File: config.mk
export PLATFORM = sky130hd
export DESIGN_NAME = irq_prio_ctrl
export DESIGN_NICKNAME = d
export VERILOG_FILES = /design/src/rtl/irq_prio_ctrl.sv
export SDC_FILE = /design/constraint.sdc
export NUM_CORES = 2
export LEC_CHECK = 0
export ABC_CLOCK_PERIOD_IN_PS = 136900
export BUFFER_PORTS_ARGS = -buffer_cell sky130_fd_sc_hd__buf_2
export CAP_MARGIN = 15
export CORE_MARGIN = 2
export CORE_UTILIZATION = 25
export CTS_CLUSTER_DIAMETER = 80
export DETAILED_ROUTE_END_ITERATION = 8
export PLACE_DENSITY = 0.5
export SLEW_MARGIN = 5
export SYNTH_ARGS = -nofsm -noshare
export SYNTH_HDL_FRONTEND = slang
export SYNTH_SLANG_ARGS = --single-unit
File: constraint.sdc
create_clock -name clk -period 136.9 [get_ports clk]
set_input_delay 27.38 -clock clk [delete_from_list [all_inputs] [get_ports clk]]
set_output_delay 27.38 -clock clk [all_outputs]
set_load 0.03 [all_outputs]
File: src/rtl/irq_prio_ctrl.sv
module irq_prio_ctrl #(
  parameter int N_PROG       = 50,
  parameter int N_FIXED      = 7,
  parameter int LVL_W        = 3,
  parameter int PRI_W        = 3,
  parameter int ADDR_W       = 7,
  parameter int VEC_BASE     = 64,
  parameter int VEC_SPUR     = 24,
  parameter int FIX_PRI      = 4,
  parameter int MASK_BASE    = 64,
  parameter int MASKALL_ADDR = 127
) (
  input  logic                       clk,
  input  logic                       rst_n,
  input  logic [N_PROG+N_FIXED-1:0]  irq_req,
  input  logic                       cfg_we,
  input  logic [ADDR_W-1:0]          cfg_addr,
  input  logic [LVL_W+PRI_W-1:0]     cfg_wdata,
  input  logic                       ack_stb,
  input  logic [LVL_W-1:0]           ack_lvl,
  output logic [LVL_W-1:0]           irq_level,
  output logic                       wake,
  output logic                       ack_vld,
  output logic [7:0]                 ack_vec,
  output logic [7:0]                 sw_vec
);
  localparam int NSRC  = N_PROG + N_FIXED;
  localparam int KEY_W = LVL_W + PRI_W;
  localparam int IDX_W = $clog2(NSRC);
  localparam logic [7:0] VB = 8'(VEC_BASE);
  localparam logic [7:0] VS = 8'(VEC_SPUR);

  logic [KEY_W-1:0] ctrl [N_PROG];
  logic [KEY_W-1:0] key  [NSRC];
  logic [NSRC-1:0]  mask;
  logic             mask_all;
  logic [NSRC-1:0]  elig;

  genvar g;
  generate
    for (g = 0; g < NSRC; g++) begin : g_src
      if (g < N_PROG) begin : g_prog
        assign key[g] = ctrl[g];
      end else begin : g_fix
        assign key[g] = {LVL_W'(g - N_PROG + 1), PRI_W'(FIX_PRI)};
      end
      assign elig[g] = irq_req[g] & ~mask[g] & ~mask_all &
                       (key[g][KEY_W-1 -: LVL_W] != '0);
    end
  endgenerate

  always_ff @(posedge clk or negedge rst_n) begin
    if (!rst_n) begin
      for (int i = 0; i < N_PROG; i++) ctrl[i] <= '0;
      mask     <= '1;
      mask_all <= 1'b0;
    end else if (cfg_we) begin
      for (int i = 0; i < N_PROG; i++)
        if (cfg_addr == ADDR_W'(i)) ctrl[i] <= cfg_wdata;
      for (int i = 0; i < NSRC; i++)
        if (cfg_addr == ADDR_W'(MASK_BASE + i)) mask[i] <= cfg_wdata[0];
      if (cfg_addr == ADDR_W'(MASKALL_ADDR)) mask_all <= cfg_wdata[0];
    end
  end

  logic [KEY_W-1:0] best_key, a_key;
  logic [IDX_W-1:0] best_idx, a_idx;
  logic             found, a_found;

  always_comb begin
    best_key = '0; best_idx = '0; found = 1'b0;
    a_key    = '0; a_idx    = '0; a_found = 1'b0;
    for (int i = 0; i < NSRC; i++) begin
      if (elig[i] && (!found || key[i] > best_key)) begin
        best_key = key[i];
        best_idx = IDX_W'(i);
        found    = 1'b1;
      end
      if (elig[i] && key[i][KEY_W-1 -: LVL_W] == ack_lvl &&
          (!a_found || key[i] > a_key)) begin
        a_key   = key[i];
        a_idx   = IDX_W'(i);
        a_found = 1'b1;
      end
    end
  end

  always_ff @(posedge clk or negedge rst_n) begin
    if (!rst_n) begin
      irq_level <= '0;
      wake      <= 1'b0;
      sw_vec    <= VS;
      ack_vld   <= 1'b0;
      ack_vec   <= '0;
    end else begin
      irq_level <= found ? best_key[KEY_W-1 -: LVL_W] : '0;
      wake      <= found;
      sw_vec    <= found ? VB + 8'(best_idx) : VS;
      ack_vld   <= ack_stb;
      if (ack_stb) ack_vec <= a_found ? VB + 8'(a_idx) : VS;
    end
  end
endmodule

# == Word level (Yosys, flattened, before mapping) ==
# Cells that the tools add are included.
# Widths: inputs -> output; s select.
# classes
muxes,342
multipliers,0
eq_ne,164
reduce_logical,552
add_sub_neg,2
n_bitwise,222
n_lt_le_gt_ge,112
n_shift,0
n_div,0
# ops
op,n
$mux 6,223
$gt 6x6->1,98
$eq 7x7->1 const B,58
$reduce_and 2->1,108
$logic_and 1x1->1,169
$and 1x1->1,164
$eq 3x3->1,50
$reduce_bool 3->1,50
$eq 7x6->1 const B,18
$mux 1,116
$eq 7x5->1 const B,16
$logic_not 1->1,112
$logic_or 1x1->1,112
$not 1->1,58
$eq 7x4->1 const B,8
$gt 6x6->1 const A,8
$eq 7x3->1 const B,4
$gt 5x6->1 const A,4
$add 7x6->8 const A,2
$mux 8,2
$eq 7x2->1 const B,2
$eq 3x3->1 const A,4
$gt 4x6->1 const A,2
$eq 7x1->1 const B,1
other kinds (4),5
# totals
register_bits,379
mem_bits_rw,0
latchBits,0
romBits,0
mem_count,0
output_inout_bits,21

# == Depth between registers and ports, before layout ==
# depth
word_depth,232
mapped_depth,586
ltp_nobuf,567

# == Least setup slack after synthesis ==
# No wires, ideal clock.
# synth_timing
kind,input-to-reg
from,in irq_req[0]
to,reg sw_vec[1]
path_buffers,19
setup_ns,0.065
stages,560
arrival_time_ns,114.622
setup_slack_ns,22.213
required_time_ns,136.835
path_cell_list,nor3b_2 o31a_2 nand2_1 ha_1 nor2b_1 o21a_1 o21ai_0 nand2b_1 a21oi_1 nor2b_1 o22ai_1 a21oi_1 clkbuf_1 o21ai_0 inv_1 ha_1 nor2b_1 o21a_1 [... 524 more ...] a21oi_1 nor2b_1 o22ai_1 a21boi_0 clkbuf_1 a21oi_1 nor2_1 nor2_1 o21ai_0 nand2_1 a31oi_1 o211ai_1 and2_1 a21oi_1 o2111ai_1 and2_1 nor2_1 o21a_1
# synth_between
elab_chain_cells,230
# synth_rtl
item,line,rtl
start: declaration,15,"input logic [N_PROG+N_FIXED-1:0] irq_req,"
$and 1x1->1 (*) (3 in series),47,assign elig[g] = irq_req[g] & ~mask[g] & ~mask_all &
$mux 6 or $mux 1 (tied branches),74,if (elig[i] && (!found || key[i] > best_key)) begin
$gt 6x6->1 or $logic_not 1->1 (tied branches),74,
$logic_or 1x1->1,74,
$logic_and 1x1->1,74,
$mux 6 or $mux 1 (tied branches),74,
$gt 6x6->1 or $logic_not 1->1 (tied branches),74,
$logic_or 1x1->1,74,
[... 212 more ...],--,
$logic_and 1x1->1,74,
$mux 6 or $mux 1 (tied branches),74,
$gt 6x6->1 or $logic_not 1->1 (tied branches),74,
$logic_or 1x1->1,74,
$logic_and 1x1->1,74,
$mux 6,74,
$add 7x6->8,98,sw_vec <= found ? VB + 8'(best_idx) : VS;
$mux 8 (*),98,
end signal: assignment,98,
end: declaration,25,output logic [7:0] sw_vec
# Every way passes the cells marked *; elsewhere a longest branch is shown, timed or not.
# A chain may end at the register's enable or synchronous reset.

# == Final worst setup path ==
# layout_timing
from,in irq_req[0]
to,reg sw_vec[0]
# Same word-level chain as after synthesis.

==> run metrics <==
status complete, no violations; setup violators final 0; Worst-Skew Late Latency 640 ps; total negative slack 0 ps; crit-path max FO 14; Placer Congestion 0.914; cell count after synthesis 5,555; initial DRC count 2,851; Startpoint Class primary input; largest family of logic cells by synthesized area compound AO/OA/AOI/OAI gates; area of the multi-input gates 0.0330 mm²; Worst R2R Setup Slack 36,160 ps; # H-tree levels 2; critical path class primary input to flip-flop; proportion of netlist area held by the largest area contributor 17.6%; cts hold-fix bufs 0; delay-heaviest family, CP compound AO/OA/AOI/OAI gates; Synth warnings 0; crit path capture type flip-flop; initial antenna violation count 15; minimum clock period 126,780 ps; GRT Util Overall between 10% and 20%; Post-Syn Area 0.0450 mm²; CP Depth 551; share of synthesized cell area in and, or, nand and nor gates 20.6%; Root Driver clkbuf_16; Placed Instances 7,844; Max transition margin 25.0%; die extent in x approximately 430 µm; vias in the first global route 40.7k; Crit Reg-Reg Startpoint mask_all; worst slew pin tran 1120 ps; most frequent cell on the critical path a21oi_1; first-pass iteration count of the detailed router 6; FILL cells 19.2k; maxcap violations 0; Initial Utilization 25.2%; Synth Register Bits 376; reg2reg end sw_vec[0]; Rows 155; routed vias/inst 5.21; mux share of post-synthesis cell area 13.6%; Critical Path RT 137,340 ps; via count roughly 41k; R2R depth 550; Final period util 92.6%; FMAX 0.00789 GHz; Buf+Inv Stages, Crit Path 38; CTS Buf Count a little under 50; Hold Path Class flip-flop to flip-flop; Area Overhead vs Synth 10.4%; CP max-delay cell a21oi_1; Core Region ~0.18 mm²; TritonCTS clock tree yes; # DRC 0; Clock Path Buffers 3; Hold Violations, Final 0; Distinct cells, synth 149; layout cells sized above 1 about 15%; average wire per cell in the routed design 20.6 µm; skew final ~28 ps; hpwl dp 127 mm; Layout Nets just over 6k; first-pass GRT wire length ~250 mm; largest net degree at the start of global routing 77; RSZ-0062 raised after global routing false; xor/xnor share of the synthesized area 3.87%; I/O Pins 98; Synth Flop Type dfrtp_1; Clock transition at path regs 50 ps; non-filler cells, final 7,948; Adder-Cell Fraction of Synth Area around 14%; post-synthesis sequential area ratio 21.1%; number of flops mapped to enable cells by yosys 0; Worst setup endpoint sw_vec[0]; top cells by area, synth dfrtp_1, ha_1, mux2_2, nand2_1, o21ai_0; Reg area 0.00949 mm²; Die Area around 0.18 mm²; critical path data arrival time 127,230 ps; GR Overflow Total 0; # clock sinks about 380; Avg Cell Area, Syn 8.10 µm²; Async SR Flop Fraction 100%; Post-CTS Setup Bufs 0; largest stage delay on the critical path between 700 and 800 ps; Critical Path Start irq_req[0]; Routed WL 164 mm; Post-DRT Antenna Nets 0; area leader, netlist dfrtp_1; Die Ht 428 µm; post-synthesis compound-gate area fraction 20.9%; Final Max Slew Viols 0; IO buf count 95
[worst register-to-register path: cells and delay by family (launching register included)]
kind,cells,cell delay (ps)
AO/OA/AOI/OAI,292,54150
multiplexers,33,12160
flip-flops,1,670
buffers and inverters,37,5220
AND/OR/NAND/NOR,139,15020
adder cells (fa/ha/maj),49,13290
[flip-flops by register name, summed over array words and instances (netlist names)]
register and count:
ctrl 300, mask 57, sw_vec 7, ack_vld 1
mask_all 1, irq_level 3, ack_vec 7
[synthesized netlist by cell type, types with 12 or more instances]
cell type / number
and2_1: 48
a211oi_1: 27
mux2_2: 393
a211o_1: 16
and3_1: 53
nor4_1: 43
nor4b_1: 23
dfrtp_1: 317
nor2b_1: 121
inv_1: 440
a21oi_1: 275
a22oi_1: 12
nand3_1: 144
a21o_1: 53
or4_1: 12
mux2i_1: 150
a31oi_1: 71
and4_1: 43
o2111ai_1: 15
a31o_2: 16
o21bai_1: 23
nand4_1: 74
o21ai_1: 35
nand2_1: 568
buf_1: 17
xnor2_1: 103
o211a_1: 12
o22ai_1: 39
nor3_1: 82
ha_1: 504
o31ai_1: 20
or2_2: 26
o21a_1: 109
nor3b_1: 16
nand2b_1: 90
clkbuf_1: 161
nor2_1: 385
o211ai_1: 40
xor2_1: 94
o31a_1: 13
dfstp_2: 59
buf_2: 20
or3_1: 49
o21ai_0: 421
[layout make-up]
cell class                      instances  area share [%]
Tap cell                             2355            5.93
Sequential cell                       376            19.1
Antenna cell                           10          0.0504
Clock inverter                         31           0.662
Multi-Input combinational cell       4520            66.4
Timing Repair Buffer                  147            1.77
Clock buffer                           61            2.70
Inverter                              448            3.39
[worst min path at each step]
stage	from	end	cells past startpoint
floorplan	ctrl[150]	ctrl[150]	1
global placement	ack_vec[5]	ack_vec[5]	1
detailed placement	ack_vec[1]	ack_vec[1]	1
CTS	ack_vec[1]	ack_vec[1]	1
global route	ack_vec[1]	ack_vec[1]	1
finish	ack_vec[1]	ack_vec[1]	1
[cell families after synthesis]
| group | after synthesis |
|---|---|
| other | 1 |
| buffers and inverters | 660 |
| adders and majority gates | 511 |
| xor gates and xnor gates | 198 |
| and+or+nand+nor | 1844 |
| muxes | 556 |
| DFF | 376 |
| AOI/OAI and AO/OA | 1409 |
[layer usage]
layer	up-vias	GRT usage, %	routed length (µm)
met5	-	0	0
met1	20200	22.7	74700
met3	223	1.44	5860
li1	20200	-	-
met4	0	6.45	6340
met2	906	29.4	76600
[repair_timing]
item                                    CTS  global route
endpoints found under the setup margin    0             9
resized for setup                         0             7
hold endpoints to repair                  0             0
[cell usage in the layout (no fill, tap or decap), types with 91 or more instances in the layout]
cell type  count
a21oi_1      271
buf_2         91
dfrtp_1      316
ha_1         504
inv_1        440
mux2_2       393
mux2i_1      150
nand2_1      568
nand3_1      144
nor2_1       385
nor2b_1      121
o21a_1       109
o21ai_0      421
xnor2_1      103
xor2_1        94
[metrics by stage]
step	cell area [µm²]	utilization, %	hold slack (ps)	setup slack [ps]
after floorplan	45000	-	479	22210
after global placement	47900	26.8	485	7820
after detailed placement	47900	26.8	468	7770
after CTS	49600	27.8	493	8080
after global routing	49700	27.8	522	270
final	49700	27.8	488	10120
Power is left out: the tool's default activity adds up to more than one toggle a clock period on the data nets, which glitch-free logic cannot reach.
